[src/rtl/itm_pkg.sv]
package itm_pkg;

   typedef enum logic [1:0] {
      RING_USER = 2'd0,
      RING_OS   = 2'd1,
      RING_POOL = 2'd2,
      RING_PHYS = 2'd3
   } ring_e;

   localparam int HWCAM_W = 23;

   // Hardwired physical CAM, two layouts
   function automatic logic [HWCAM_W-1:0] hw_cam(input logic grp,
                                                 input logic [3:0] chip,
                                                 input logic [6:0] tid);
      logic [HWCAM_W-1:0] c;
      c = '0;
      c[6:0] = tid;
      if (grp) begin
         c[11]   = 1'b1;
         c[10:7] = chip;
      end else begin
         c[14:11] = chip;
         c[7]     = 1'b1;
      end
      return c;
   endfunction

endpackage

[src/rtl/itm_ctx_regs.sv]
module itm_ctx_regs #(
   parameter int NT    = 4,
   parameter int CTX_W = 32,
   parameter int TID_W = 2
) (
   input  logic                          clk,
   input  logic                          rst,
   input  logic                          wr_en,
   input  logic [TID_W-1:0]              wr_thread,
   input  logic [1:0]                    wr_ring,
   input  logic [CTX_W-1:0]              wr_data,
   output logic [NT-1:0][3:0][CTX_W-1:0] ctx_q
);
   localparam int VBIT = CTX_W - 1;

   for (genvar t = 0; t < NT; t++) begin : g_thr
      logic [3:0][CTX_W-1:0] words;

      always_ff @(posedge clk) begin
         if (rst) begin
            words <= '0;
         end else if (wr_en && wr_thread == TID_W'(t)) begin
            words[wr_ring] <= wr_data;
         end
      end

      assign ctx_q[t] = words;

      for (genvar r = 0; r < 4; r++) begin : g_ring
         // no valid context survives reset
         p_reset_clears_r12: assert property (@(posedge clk) disable iff (rst)
            $past(rst) |-> !words[r][VBIT]);
      end
   end

endmodule

[src/rtl/itm_ring_match.sv]
module itm_ring_match
   import itm_pkg::*;
#(
   parameter int CTX_W  = 32,
   parameter int BLK_W  = 4,
   parameter int IDX_W  = 19,
   parameter int LSRV_W = 8,
   parameter int PIR_W  = 16,
   parameter bit GRP_EN = 1'b1
) (
   input  logic [CTX_W-1:0]  w_phys,
   input  logic [CTX_W-1:0]  w_pool,
   input  logic [CTX_W-1:0]  w_os,
   input  logic [CTX_W-1:0]  w_user,
   input  logic [PIR_W-1:0]  pir,
   input  logic              fmt,
   input  logic              grp,
   input  logic [BLK_W-1:0]  blk,
   input  logic [IDX_W-1:0]  idx,
   input  logic [LSRV_W-1:0] lserv,
   output logic              hit,
   output ring_e             hit_ring
);
   localparam int CAM_W = BLK_W + IDX_W;
   localparam int VBIT  = CTX_W - 1;

   logic              use_grp;
   logic [CAM_W-1:0]  soft_cam;
   logic [HWCAM_W-1:0] thr_cam, req_cam;
   logic              phys_hit, pool_hit, os_hit, user_hit;

   if (GRP_EN) begin : g_grp
      assign use_grp = grp;
   end else begin : g_fixed
      assign use_grp = 1'b0;
   end

   assign soft_cam = {blk, idx};
   assign thr_cam  = hw_cam(use_grp, pir[11:8], pir[6:0]);
   assign req_cam  = hw_cam(use_grp, blk[3:0], idx[6:0]);

   assign phys_hit = w_phys[VBIT] && (thr_cam == req_cam);
   assign pool_hit = w_pool[VBIT] && (w_pool[CAM_W-1:0] == soft_cam);
   assign os_hit   = w_os[VBIT]   && (w_os[CAM_W-1:0]   == soft_cam);
   assign user_hit = os_hit && w_user[VBIT] && (w_user[LSRV_W-1:0] == lserv);

   always_comb begin
      hit      = 1'b0;
      hit_ring = RING_USER;
      if (fmt) begin
         hit      = user_hit;
         hit_ring = RING_USER;
      end else if (phys_hit) begin
         hit      = 1'b1;
         hit_ring = RING_PHYS;
      end else if (pool_hit) begin
         hit      = 1'b1;
         hit_ring = RING_POOL;
      end else if (os_hit) begin
         hit      = 1'b1;
         hit_ring = RING_OS;
      end
   end

   logic unused_bits;
   assign unused_bits = ^{w_phys[VBIT-1:0], w_pool[VBIT-1:CAM_W], w_os[VBIT-1:CAM_W],
                          w_user[VBIT-1:LSRV_W], pir[PIR_W-1:12], pir[7], grp};

endmodule

[src/rtl/itm_scan_ctrl.sv]
module itm_scan_ctrl
   import itm_pkg::*;
#(
   parameter int NT    = 4,
   parameter int TID_W = 2
) (
   input  logic             clk,
   input  logic             rst,
   input  logic             req_valid,
   input  logic             req_unsup,
   output logic             req_ready,
   output logic             accept,
   output logic             busy,
   output logic [TID_W-1:0] scan_sel,
   input  logic             hit,
   input  ring_e            hit_ring,
   output logic             done,
   output logic             found,
   output logic             dup_err,
   output logic             not_disp,
   output logic             unsup,
   output logic [TID_W-1:0] res_thread,
   output ring_e            res_ring
);
   localparam logic [TID_W-1:0] LAST = TID_W'(NT - 1);

   typedef enum logic {S_IDLE, S_SCAN} st_e;
   st_e        st;
   logic [TID_W-1:0] cnt;
   logic       have;

   assign req_ready = (st == S_IDLE) && !done;
   assign accept    = req_valid && req_ready;
   assign busy      = (st == S_SCAN);
   assign scan_sel  = cnt;

   always_ff @(posedge clk) begin
      if (rst) begin
         st         <= S_IDLE;
         cnt        <= '0;
         have       <= 1'b0;
         done       <= 1'b0;
         found      <= 1'b0;
         dup_err    <= 1'b0;
         not_disp   <= 1'b0;
         unsup      <= 1'b0;
         res_thread <= '0;
         res_ring   <= RING_USER;
      end else begin
         done     <= 1'b0;
         found    <= 1'b0;
         dup_err  <= 1'b0;
         not_disp <= 1'b0;
         unsup    <= 1'b0;
         case (st)
            S_IDLE: begin
               if (accept) begin
                  if (req_unsup) begin
                     done  <= 1'b1;
                     unsup <= 1'b1;
                  end else begin
                     st   <= S_SCAN;
                     cnt  <= '0;
                     have <= 1'b0;
                  end
               end
            end
            S_SCAN: begin
               if (hit && have) begin
                  done    <= 1'b1;
                  dup_err <= 1'b1;
                  st      <= S_IDLE;
               end else begin
                  if (hit) begin
                     have       <= 1'b1;
                     res_thread <= cnt;
                     res_ring   <= hit_ring;
                  end
                  if (cnt == LAST) begin
                     done     <= 1'b1;
                     found    <= have || hit;
                     not_disp <= !(have || hit);
                     st       <= S_IDLE;
                  end else begin
                     cnt <= cnt + 1'b1;
                  end
               end
            end
            default: st <= S_IDLE;
         endcase
      end
   end

   // done is a single-cycle pulse
   p_done_pulse_r11: assert property (@(posedge clk) disable iff (rst)
      done |=> !done);
   // an accepted request takes ready down on the next cycle
   p_accept_drops_ready_r11: assert property (@(posedge clk) disable iff (rst)
      accept |=> !req_ready);
   // exactly one outcome with done
   p_one_outcome_r9: assert property (@(posedge clk) disable iff (rst)
      done |-> $onehot({found, dup_err, not_disp, unsup}));
   // refused request answers on the next cycle
   p_unsup_next_r8: assert property (@(posedge clk) disable iff (rst)
      (accept && req_unsup) |=> (done && unsup && !found));

endmodule

[src/rtl/irq_thread_matcher.sv]
module irq_thread_matcher
   import itm_pkg::*;
#(
   parameter int NUM_THREADS = 4,
   parameter int CTX_W       = 32,
   parameter int BLK_W       = 4,
   parameter int IDX_W       = 19,
   parameter int LSRV_W      = 8,
   parameter int PIR_W       = 16,
   parameter bit GRP_EN      = 1'b1,
   localparam int TID_W      = (NUM_THREADS > 1) ? $clog2(NUM_THREADS) : 1
) (
   input  logic                         clk,
   input  logic                         rst,
   input  logic                         wr_en,
   input  logic [TID_W-1:0]             wr_thread,
   input  logic [1:0]                   wr_ring,
   input  logic [CTX_W-1:0]             wr_data,
   input  logic [NUM_THREADS*PIR_W-1:0] hw_pir,
   input  logic                         blkgrp_mode,
   input  logic                         req_valid,
   output logic                         req_ready,
   input  logic                         req_format,
   input  logic                         req_ignore,
   input  logic [BLK_W-1:0]             req_block,
   input  logic [IDX_W-1:0]             req_index,
   input  logic [LSRV_W-1:0]            req_lserv,
   output logic                         done,
   output logic                         found,
   output logic [TID_W-1:0]             match_thread,
   output logic [1:0]                   match_ring,
   output logic                         dup_err,
   output logic                         not_dispatched,
   output logic                         unsupported
);
   localparam int CAM_W = BLK_W + IDX_W;
   localparam int VBIT  = CTX_W - 1;

   if (NUM_THREADS < 2)      begin : g_chk_nt  $error("NUM_THREADS must be at least 2"); end
   if (CAM_W > CTX_W - 1)    begin : g_chk_cam $error("CAM does not fit below valid bit"); end
   if (LSRV_W > CTX_W - 1)   begin : g_chk_ls  $error("server field too wide"); end
   if (BLK_W < 4 || IDX_W < 7) begin : g_chk_hw $error("block/index too narrow for physical CAM"); end
   if (PIR_W < 13)           begin : g_chk_pir $error("PIR_W must exceed 12"); end

   logic [NUM_THREADS-1:0][3:0][CTX_W-1:0] ctx_q;
   logic [PIR_W-1:0] pir_arr [NUM_THREADS];

   for (genvar t = 0; t < NUM_THREADS; t++) begin : g_pir
      assign pir_arr[t] = hw_pir[t*PIR_W +: PIR_W];
   end

   itm_ctx_regs #(.NT(NUM_THREADS), .CTX_W(CTX_W), .TID_W(TID_W)) u_regs (
      .clk(clk), .rst(rst), .wr_en(wr_en), .wr_thread(wr_thread),
      .wr_ring(wr_ring), .wr_data(wr_data), .ctx_q(ctx_q));

   // Request latched at acceptance
   logic              fmt_q, grp_q;
   logic [BLK_W-1:0]  blk_q;
   logic [IDX_W-1:0]  idx_q;
   logic [LSRV_W-1:0] ls_q;
   logic              accept, busy, hit;
   logic [TID_W-1:0]  scan_sel;
   ring_e             hit_ring, res_ring;

   always_ff @(posedge clk) begin
      if (rst) begin
         fmt_q <= 1'b0;
         grp_q <= 1'b0;
         blk_q <= '0;
         idx_q <= '0;
         ls_q  <= '0;
      end else if (accept) begin
         fmt_q <= req_format;
         grp_q <= blkgrp_mode;
         blk_q <= req_block;
         idx_q <= req_index;
         ls_q  <= req_lserv;
      end
   end

   logic [CTX_W-1:0] sel_phys, sel_pool, sel_os, sel_user;
   assign sel_phys = ctx_q[scan_sel][RING_PHYS];
   assign sel_pool = ctx_q[scan_sel][RING_POOL];
   assign sel_os   = ctx_q[scan_sel][RING_OS];
   assign sel_user = ctx_q[scan_sel][RING_USER];

   itm_ring_match #(.CTX_W(CTX_W), .BLK_W(BLK_W), .IDX_W(IDX_W), .LSRV_W(LSRV_W),
                    .PIR_W(PIR_W), .GRP_EN(GRP_EN)) u_match (
      .w_phys(sel_phys), .w_pool(sel_pool), .w_os(sel_os), .w_user(sel_user),
      .pir(pir_arr[scan_sel]), .fmt(fmt_q), .grp(grp_q), .blk(blk_q), .idx(idx_q),
      .lserv(ls_q), .hit(hit), .hit_ring(hit_ring));

   itm_scan_ctrl #(.NT(NUM_THREADS), .TID_W(TID_W)) u_ctrl (
      .clk(clk), .rst(rst), .req_valid(req_valid),
      .req_unsup(!req_format && req_ignore), .req_ready(req_ready),
      .accept(accept), .busy(busy), .scan_sel(scan_sel), .hit(hit && busy),
      .hit_ring(hit_ring), .done(done), .found(found), .dup_err(dup_err),
      .not_disp(not_dispatched), .unsup(unsupported), .res_thread(match_thread),
      .res_ring(res_ring));

   assign match_ring = res_ring;

   // format 1 can only land on the user ring
   p_fmt1_user_only_r7: assert property (@(posedge clk) disable iff (rst)
      (done && found && fmt_q) |-> (match_ring == RING_USER));
   // format 0 never reports the user ring
   p_fmt0_no_user_r6: assert property (@(posedge clk) disable iff (rst)
      (done && found && !fmt_q) |-> (match_ring != RING_USER));
   // a user-ring hit needs both the OS and user words valid
   p_user_needs_os_r5: assert property (@(posedge clk) disable iff (rst)
      (busy && hit && hit_ring == RING_USER) |-> (sel_os[VBIT] && sel_user[VBIT]));

endmodule

[config.mk]
export PLATFORM = sky130hd
export DESIGN_NAME = irq_thread_matcher
export DESIGN_NICKNAME = d
export VERILOG_FILES = /design/src/rtl/itm_pkg.sv /design/src/rtl/itm_ctx_regs.sv /design/src/rtl/itm_ring_match.sv /design/src/rtl/itm_scan_ctrl.sv /design/src/rtl/irq_thread_matcher.sv
export SDC_FILE = /design/constraint.sdc
export NUM_CORES = 1
export LEC_CHECK = 0
export CORE_ASPECT_RATIO = 1.2
export CORE_MARGIN = 3
export CORE_UTILIZATION = 45
export CTS_CLUSTER_SIZE = 25
export DETAILED_ROUTE_END_ITERATION = 6
export MAX_ROUTING_LAYER = met4
export PLACE_DENSITY = 0.66
export SYNTH_ARGS = -nofsm -noshare
export SYNTH_HDL_FRONTEND = slang
export SYNTH_SLANG_ARGS = --single-unit
[constraint.sdc]
create_clock -name clk -period 5.2 [get_ports clk]
set_input_delay 1.04 -clock clk [delete_from_list [all_inputs] [get_ports clk]]
set_output_delay 1.04 -clock clk [all_outputs]
set_load 0.02 [all_outputs]
* Word level (Yosys, flattened, before mapping) *
Index checks and enable logic that the tools add are counted.

word-level totals
  register bits = 558
  output and inout bits = 10

cells by class
  add/sub/neg operators = 1
  $lt $le $gt $ge = 4
  equality and inequality tests = 13
  multiplexer cells = 48
  bitwise logic cells = 4
  reductions and logical operators = 26

operators with widths
  operator            count
  $bwmux 128          4
  $bmux 128 s2        1
  $mux 128            1
  $demux 32 s2        1
  $eq 23x23->1        2
  $bmux 16 s2         1
  $mux 32             1
  $mux 12             2
  $mux 1              22
  $eq 15x15->1        1
  $logic_and 1x1->1   15
  $mux 2              7
  $mux 3              4
  $eq 8x8->1          1
  $ne 2x2->1 const B  4
  $reduce_and 4->1    2
  $eq 2x2->1 const B  3
  $lt 2x3->1 const B  2
  $pmux 1 s2          3
  $pmux 2 s2          1
  $reduce_or 2->1     2
  $reduce_or 4->1     1
  $ge 3x3->1 const B  1
  $logic_not 1->1     3
  9 further kinds     11

* Depth between registers and ports, before layout *
Gate-level depths: netlist (run 1).

  depth after elaboration = 13
  mapped depth = 14

* Hierarchy *
A second synthesis (run 1) with hierarchy kept.

unflattened totals
  cells, all modules = 2205
  area, all modules = 25758.5 sq um

modules (own cells, without submodules)
  module              times used  cells each  area an instance (sq um)
  itm_ctx_regs        1           1773        19889.1
  irq_thread_matcher  1           285         4605.7
  itm_ring_match      1           94          759.5
  itm_scan_ctrl       1           53          504.2

* Worst setup path after synthesis (run 1) *
No wires, ideal clock.

  path type = register to register
  from = register u_ctrl.cnt[1], in the netlist u_ctrl.scan_sel[1]
  to = register u_ctrl.cnt[0], in the netlist u_ctrl.scan_sel[0]
  setup time = 72 ps
  arrival = 3083 ps
  setup slack = 2046 ps
  stages on the path, launching flop included = 12
  path buffers = 3
  clock period less this slack = 3154 ps
  cell sequence = dfxtp_1 buf_6 buf_2 buf_2 mux4_2 xnor2_1 nand2_1 nor4b_1 nand4_1 a2111oi_2 a211o_2 mux2i_1

between the ends
  longest elaborated chain between the ends = 13
  elaborated cells on any way between the ends = 29
  classes of those cells = eq/ne: 7; mux: 13; bitwise: 1; reduce/logical: 8

RTL lines
  element                                      RTL line                  text
  start: declaration                           itm_scan_ctrl.sv:29       logic [TID_W-1:0] cnt;
  start signal: assignment                     itm_scan_ctrl.sv:85       cnt <= cnt + 1'b1;
  $not 2->3 (implied by the code)              irq_thread_matcher.sv:90  .pir(pir_arr[scan_sel]), .fmt(fmt_q), .grp(grp_q), .blk(blk_q), .idx(idx_q),
  $bmux 16 s2                                  irq_thread_matcher.sv:90
  $mux 12 (implied by the code) (2 in series)  irq_thread_matcher.sv:90
  $mux 1 / $mux 3 (equally long branches)      itm_pkg.sv:19             if (grp) begin
  $eq 15x15->1                                 itm_ring_match.sv:42      assign phys_hit = w_phys[VBIT] && (thr_cam == req_cam);
  $logic_and 1x1->1                            itm_ring_match.sv:42
  $mux 1                                       itm_ring_match.sv:53      end else if (phys_hit) begin
  $mux 1                                       itm_ring_match.sv:50      if (fmt) begin
  $logic_and 1x1->1                            irq_thread_matcher.sv:96  .accept(accept), .busy(busy), .scan_sel(scan_sel), .hit(hit && busy),
  $logic_and 1x1->1                            itm_scan_ctrl.sv:69       if (hit && have) begin
  $ne 2x2->1 (no line)                         n/a
  $reduce_and 4->1 (no line) (*)               n/a

Every way passes the cells marked *; elsewhere a longest branch is shown, timed or not. The select of a mux whose other input is x is not followed.
A chain may end at the register's enable or synchronous reset.

* Worst setup path in the final report (run 1) *
Ends and elaborated chain as after synthesis.

==> results list, run 1 <==
* First-pass GRT wire length: 61.6 mm
- The first detailed-routing pass took 5 iterations.
- Setup violations, final: 0
- The Yosys step of the flow raised 0 warnings.
- Fill cells: 2631
* Largest net degree at the start of global routing: 154
* CTS tree: yes
- Cells on Worst Hold Path: 2
* Initial cell density of the core: 45.8%
* Share of the core filled with cells in the final layout: 53.6%
* Total power of the final layout: 0.00474 W
- Data arrives at the worst endpoint at 4.49 ns.
- DR WL/cell: 19.4 um
- F_max: 0.249 GHz
- During placement, the flow inserted port buffers numbering 118.
- Standard-cell rows: 68
- Status: complete, no violations
- Pwr/cell area: 307 nW/um^2
- Clock buffers created by TritonCTS: 28
- The setup path with the least slack is of type flip-flop to flip-flop.
- STA classifies the critical path startpoint as a flip-flop.
- Max-cap violations: 0
- Number of post-CTS setup repair buffers: 0
- Gpl congestion: 0.932
- Hold repair after CTS inserted 0 buffers.
* Initial antenna violation count: 0
- Clock tree synthesis found a total of 277 sinks.
- For the final routed database, the setup TNS stands at 0 ns.
- Fraction of final layout cells with drive strength greater than 1: 8.75%
- The number of global-route vias before repair is 10994.
- Summed over all instances, the cell type with the most area after synthesis is sky130_fd_sc_hd__dfxtp_1.
- After clock tree synthesis, the clock-pin slew on the worst setup and hold paths is 0.06 ns.
- Dividing the synthesized area by the synthesized cell count gives 8.19 um^2.
* Seq cells post-synth: 277
- The endpoint identified for the worst register-to-register timing path is u_ctrl.scan_sel[0].
- In the synthesized netlist the async set-or-reset flop fraction comes to 0%.
* Nature of the critical path endpoint: flip-flop
- Gates resized during post-CTS repair numbered 0.
- Setup repair after global routing missed its margin: no
* Insertion delay to the later sink of the worst-skew pair: 0.55 ns
- The core region is 28800 um^2.
* Maximum number of buffers from clock root to sink: 3
- Data required time at the worst endpoint: 5.67 ns
- Transition time of the tightest slew-check pin: 1.15 ns
- In this run the critical register-to-register path is launched from u_ctrl.scan_sel[1].
- DRC: 0
- Number of flops mapped to enable cells by yosys: 0
- Diode count: 0
* CTS root buf: sky130_fd_sc_hd__clkbuf_16
* Placed Area: 14500 um^2
- From bottom edge to top edge, the die measures 194 um.
* Area growth syn-to-layout: 17.2%
- Origin of the worst min-delay path: u_regs.ctx_q[212]
* Final Instance Area: 15500 um^2
- Across all setup checks in the final design, the least slack found is 1.19 ns.
* Cells on worst reg2reg path: 8
- Area enclosed by the die boundary: 31400 um^2
- The number of different library cells used by synthesis comes to 73.
* All-Layer GR Usage: 25.3%
- Width of the die: 162 um
- In this run the count of I/O pins placed on the die edge is 148.
* Fraction of synthesized cell area taken by the top area cell type: 42.0%
* Total via count after detailed routing: 11589
* Post-placement worst setup slack: 1.22 ns
* Final HPWL DP: 25.8 mm
- Period Utilization, post-route: 77.1%
- Netlist area before placement: 13200 um^2
- Global route overflow: 0
* Normalized max-slew margin: 23.5%
* Hold endpoint: u_regs.ctx_q[212]
- Dominant register cell in the synthesized netlist: sky130_fd_sc_hd__dfxtp_1
- VDD IR-drop max: 275 uV
- Worst Skew: 0.00717 ns
- H-tree depth reported by CTS: 1
* Period minus WS final: 4.01 ns
* Initial DRC count: 1034
- Top fanout value on the critical path: 56
- The share of the Yosys chip area taken by registers is 42.0%.
* Net Count, Synth: 1751
- Number of hold violations in the final report: 0
* Net count, final: 1787
* Synth Instances: 1612
- The final-report max-slew violation count is 0.
* Biggest area contributors in the synthesized netlist: sky130_fd_sc_hd__dfxtp_1 (42%), sky130_fd_sc_hd__nand2_1 (14%), sky130_fd_sc_hd__a21oi_1 (9.8%)
- Ratio of routed vias to standard cells: 5.64
* Hold WC Path Type: flip-flop to flip-flop
- Across all register-to-register paths, the minimum setup slack is 1.19 ns.
* Static leakage: 5.10 nW
- Drt total wl: 39.9 mm
- Remaining antenna violation count: 0
==> through the flow <==
step	std cells	hold WS (ns)
2_1_floorplan	1612	0.432
5_1_grt	2054	0.470
3_3_place_gp	2003	0.438
4_1_cts	2054	0.453
3_5_place_dp	2003	0.445
6_report	2054	0.451
==> state kept, by name (all words and copies together), names as in the netlist, 2 cells and up <==
| signal | count |
|---|---|
| idx_q | 19 |
| blk_q | 4 |
| u_ctrl.scan_sel | 2 |
| u_ctrl.res_thread | 2 |
| ls_q | 8 |
| u_regs.ctx_q | 232 |
| u_ctrl.res_ring | 2 |
==> worst max-delay path by stage <==
stage / start / end / slack, ns / cells after the start
floorplan: u_ctrl.scan_sel[1] / u_ctrl.scan_sel[0] / 2.05 / 11
global placement: u_ctrl.scan_sel[1] / u_ctrl.res_thread[1] / 1.26 / 8
detailed placement: hw_pir[57] / u_ctrl.res_thread[1] / 1.22 / 9
CTS: u_ctrl.scan_sel[1] / u_ctrl.scan_sel[0] / 1.19 / 8
global route: u_ctrl.scan_sel[1] / u_ctrl.scan_sel[1] / 0.90 / 8
finish: u_ctrl.scan_sel[1] / u_ctrl.scan_sel[0] / 1.19 / 8
==> area by class of cell <==
type                       instances  area, um^2  area share, %
timing repair buffer             146        1410           9.10
inverter                           9        33.8          0.218
tap                              385         482           3.12
sequential                       277        5550           35.9
multi-input combinational       1186        7030           45.5
clock buffer                      36         801           5.18
clock inverter                    15         153          0.987
==> logic make-up (layout without fill, tap and decap cells) <==
family	after synthesis	in the layout	share of synthesized area, %
AO/OA/AOI/OAI	339	339	14.8
XOR/XNOR	58	58	3.91
adder cells (fa/ha/maj)	1	1	0.0948
buffers and inverters	149	206	4.83
flip-flops	277	277	42.0
multiplexers	132	132	13.5
AND/OR/NAND/NOR	656	656	20.8
==> Yosys cell counts (4+ instances only) <==
cell,count
sky130_fd_sc_hd__nor2b_1,10
sky130_fd_sc_hd__nor2_1,42
sky130_fd_sc_hd__o21ai_0,15
sky130_fd_sc_hd__buf_4,8
sky130_fd_sc_hd__nand2_1,502
sky130_fd_sc_hd__o2bb2ai_1,4
sky130_fd_sc_hd__buf_1,7
sky130_fd_sc_hd__nand2b_1,14
sky130_fd_sc_hd__o22ai_1,5
sky130_fd_sc_hd__nand3_1,33
sky130_fd_sc_hd__nor3_1,6
sky130_fd_sc_hd__or2_2,4
sky130_fd_sc_hd__o221ai_1,4
sky130_fd_sc_hd__nor4_1,4
sky130_fd_sc_hd__mux4_2,35
sky130_fd_sc_hd__a22oi_1,4
sky130_fd_sc_hd__xor2_1,15
sky130_fd_sc_hd__buf_2,11
sky130_fd_sc_hd__inv_1,8
sky130_fd_sc_hd__nand4_1,12
sky130_fd_sc_hd__dfxtp_1,277
sky130_fd_sc_hd__xnor2_1,42
sky130_fd_sc_hd__clkbuf_1,97
sky130_fd_sc_hd__a2bb2oi_1,6
sky130_fd_sc_hd__mux2_2,8
sky130_fd_sc_hd__o32ai_1,4
sky130_fd_sc_hd__nand3b_1,4
sky130_fd_sc_hd__mux2i_1,88
sky130_fd_sc_hd__clkbuf_2,15
sky130_fd_sc_hd__a21oi_1,258
sky130_fd_sc_hd__o211ai_1,7
==> per-layer routing <==
| layer | global-route usage (%) | share of wire [%] |
|---|---|---|
| met2 | 42.6 | 49 |
| met4 | 6.57 | 2.6 |
| met3 | 2.78 | 6.4 |
| met5 | - | 0 |
| met1 | 32.4 | 42 |
==> cell usage in the layout, fill, tap and decap left out, types with 5 or more instances in the layout <==
cell type and n:
sky130_fd_sc_hd__nand4_1 12, sky130_fd_sc_hd__mux4_2 35, sky130_fd_sc_hd__dfxtp_1 275, sky130_fd_sc_hd__nor2_1 35, sky130_fd_sc_hd__clkinvlp_4 5, sky130_fd_sc_hd__mux2i_1 88, sky130_fd_sc_hd__o21ai_0 15, sky130_fd_sc_hd__a21oi_1 258
sky130_fd_sc_hd__xor2_1 15, sky130_fd_sc_hd__nand2b_1 14, sky130_fd_sc_hd__nor2b_1 10, sky130_fd_sc_hd__xnor2_1 42, sky130_fd_sc_hd__mux2_2 8, sky130_fd_sc_hd__nor2_2 7, sky130_fd_sc_hd__inv_1 8, sky130_fd_sc_hd__clkbuf_8 8
sky130_fd_sc_hd__o211ai_1 7, sky130_fd_sc_hd__clkinv_2 6, sky130_fd_sc_hd__clkbuf_16 28, sky130_fd_sc_hd__o22ai_1 5, sky130_fd_sc_hd__a2bb2oi_1 6, sky130_fd_sc_hd__buf_4 27, sky130_fd_sc_hd__nand2_1 502, sky130_fd_sc_hd__clkdlybuf4s50_1 117
sky130_fd_sc_hd__nand3_1 33, sky130_fd_sc_hd__nor3_1 6
==> worst max-delay path: stages, from the launching register on <==
cell and delay (ns):
sky130_fd_sc_hd__dfxtp_4 0.93, sky130_fd_sc_hd__buf_4 0.40, sky130_fd_sc_hd__mux4_2 0.58, sky130_fd_sc_hd__xnor2_1 0.24, sky130_fd_sc_hd__nor4b_1 0.34, sky130_fd_sc_hd__nand4_1 0.48, sky130_fd_sc_hd__a2111oi_2 0.58, sky130_fd_sc_hd__a211o_2 0.21
sky130_fd_sc_hd__mux2i_1 0.17
==> report_power, final <==
part	internal (W)	leakage [nW]	switching, W
Clock	0.00119	0.460	0.000863
Sequential	0.00216	2.24	0.0000589
Combinational	0.000210	2.40	0.000260
Total	0.00356	5.10	0.00118
(Power assumes the default switching activity.)
==> run 2: changes to the inputs <==
clock period = 3.9 ns   (was 5.2 ns; I/O delays follow)
==> results list, run 2 (synthesis results as in run 1) <==
- Top fanout value on the critical path: 13
- Post-CTS Resized: 0
- Net load switching power: 0.00151 W
* Share of total power in combinational logic: 10.1%
* Remaining antenna violation count: 0
- Once detailed placement completed, the half-perimeter wirelength came to 26.0 mm.
- The number of global-route vias before repair is 11264.
- Width of the die: 162 um
- Detailed Routing Iterations Pass 1: 7
- Ratio of routed vias to standard cells: 5.64
- Status: complete, but fails checks
- Fill cells: 2696
- First-pass GRT wire length: 61.9 mm
- Fraction of final layout cells with drive strength greater than 1: 8.49%
- Transition time of the tightest slew-check pin: 1.06 ns
- The worst setup path is captured at a flip-flop.
- Diode count: 0
- Share of the core filled with cells in the final layout: 53.7%
- Highest-count cells in the layout ignoring fill and taps: sky130_fd_sc_hd__nand2_1 (502), sky130_fd_sc_hd__dfxtp_1 (275), sky130_fd_sc_hd__a21oi_1 (258)
* Static leakage: 5.13 nW
- Worst Skew: 0.0179 ns
* Flop2flop setup slack: 0.51 ns
- Area enclosed by the die boundary: 31400 um^2
- Setup violations remaining at the end of the flow were counted as 0.
* Total via count after detailed routing: 11607
- Period minus WS final: 3.39 ns
* Flip-flop and latch area: 5550 um^2
* Clock buffers created by TritonCTS: 29
* Internal power contribution: 0.00478 W
- Largest net degree at the start of global routing: 153
- Total core area: 28800 um^2
* Placed Area: 14600 um^2
- Initial DRC count: 967
- I/O pins: 148
- DRC: 1
* Critical path startpoint category: flip-flop
- Global route overflow: 0
- Max-cap violations: 0
- The routed design has 39.5 mm of wire.
- Leaving out fill and tap cells, the most frequent cell in the layout is sky130_fd_sc_hd__nand2_1.
- Slew Limit Fails: 0
- After layout, the worst path uses 86.9% of the clock period.
- Timing would allow up to 0.295 GHz.
- Multi-input logic area: 7030 um^2
- Pwr/cell area: 406 nW/um^2
* Critical path data arrival time: 3.85 ns
- Chip Height: 194 um
- The worst pin sits at a relative slew slack of 29.1%.
- At the end of routability-driven placement, the weighted congestion stood at 0.909.
* DR WL/cell: 19.2 um
- The clock drives 277 sinks.
* All-Layer GR Usage: 25.2%
* Fin Hold WS: 0.451 ns
- After clock tree synthesis, the clock-pin slew on the worst setup and hold paths is 0.06 ns.
- The number of cells on the worst reg-to-reg path is 8.
- For this configuration, the core starts out at a cell density of 45.8%.
- Violated checks: design-rule violations
- Across the VDD grid, the largest voltage drop is 343 uV.
- The register with the most flip-flops in the layout has 232 of them.
- Net count, final: 1797
- Standard-cell rows: 68
- In this run the deepest clock path goes through 3 buffers.
* Number of post-CTS setup repair buffers: 0
* Hold WC Path Type: flip-flop to flip-flop
* H-tree depth reported by CTS: 1
* Setup repair after global routing missed its margin: no
* Fraction of power consumed by sequential logic: 47.0%
* CTS root buf: sky130_fd_sc_hd__clkbuf_16
* Initial antenna violation count: 0
- Part of the power in the clock network: 42.9%
- Post-Route Setup TNS: 0 ns
* Number of hold-repair buffers added at the cts stage: 0
- Timing analysis after detailed placement gives a worst setup slack of 0.421 ns.
- Least setup slack across all paths after layout: 0.511 ns
- In this run switching power makes up 24.1% of total power.
- The later pin in the worst-skew pair is clocked with a latency of 0.55 ns.
* Input/output buffers: 118
* Data required time at the worst endpoint: 4.36 ns
- Cells on Worst Hold Path: 2
* Area growth syn-to-layout: 17.4%
- CTS tree: yes
- Final Instance Area: 15500 um^2
* Critical path class: flip-flop to flip-flop
- Number of hold violations in the final report: 0
-- run 2: changes by cell type in the layout (fill, tap and decap cells not counted), moves of 2 or more --
cell,previous run,this run
sky130_fd_sc_hd__buf_4,27,35
sky130_fd_sc_hd__bufinv_16,2,4
sky130_fd_sc_hd__clkbuf_1,1,8
sky130_fd_sc_hd__clkbuf_8,8,1
sky130_fd_sc_hd__clkinv_2,6,3
sky130_fd_sc_hd__clkinvlp_4,5,0
-- run 2: through the flow --
stage / cells / power (W)
5_1_grt: 2057 / 0.00651
2_1_floorplan: 1612 / 0.00339
6_report: 2057 / 0.00629
4_1_cts: 2057 / 0.00633
3_5_place_dp: 2012 / 0.00365
3_3_place_gp: 2012 / 0.00364
-- run 2: final cells by class --
cell class,count,area share (%)
Timing Repair Buffer,155,9.60
Multi-Input combinational cell,1186,45.4
Clock inverter,8,0.929
Inverter,9,0.218
Sequential cell,277,35.9
Clock buffer,37,4.88
Tap cell,385,3.11
-- run 2: power groups by stage --
| stage | Sequential, W | Combinational [W] | Clock, W |
|---|---|---|---|
| 6_report | 0.00296 | 0.000636 | 0.00270 |
| 5_1_grt | 0.00296 | 0.000688 | 0.00286 |
| 4_1_cts | 0.00296 | 0.000633 | 0.00274 |
| 3_5_place_dp | 0.00302 | 0.000630 | 0 |
| 3_3_place_gp | 0.00302 | 0.000624 | 0 |
| 2_1_floorplan | 0.00297 | 0.000418 | 0 |
-- run 2: critical path, cell delays in order (launching register included) --
cell and delay [ns]:
sky130_fd_sc_hd__dfxtp_4 0.50, sky130_fd_sc_hd__mux4_1 0.65, sky130_fd_sc_hd__xnor2_1 0.23, sky130_fd_sc_hd__nand2_1 0.08, sky130_fd_sc_hd__a211o_1 0.27, sky130_fd_sc_hd__or4b_2 0.74
sky130_fd_sc_hd__a2111oi_2 0.45, sky130_fd_sc_hd__a211o_2 0.21, sky130_fd_sc_hd__mux2i_1 0.17
-- run 2: path summary, 6_finish.rpt --
kind,start,end
max,u_ctrl.scan_sel[1],u_ctrl.scan_sel[1]
min,u_regs.ctx_q[342],u_regs.ctx_q[342]
max reg2reg,u_ctrl.scan_sel[1],u_ctrl.scan_sel[1]
min reg2reg,u_regs.ctx_q[342],u_regs.ctx_q[342]
-- run 2: metal layers --
| layer | global-route usage [%] | share of wire, % | vias to the layer above |
|---|---|---|---|
| met5 | - | 0 | - |
| met4 | 7.46 | 3.0 | 0 |
| met3 | 3.53 | 7.1 | 92 |
| met2 | 42.1 | 48 | 410 |
| met1 | 31.8 | 42 | 5531 |
| li1 | - | - | 5574 |
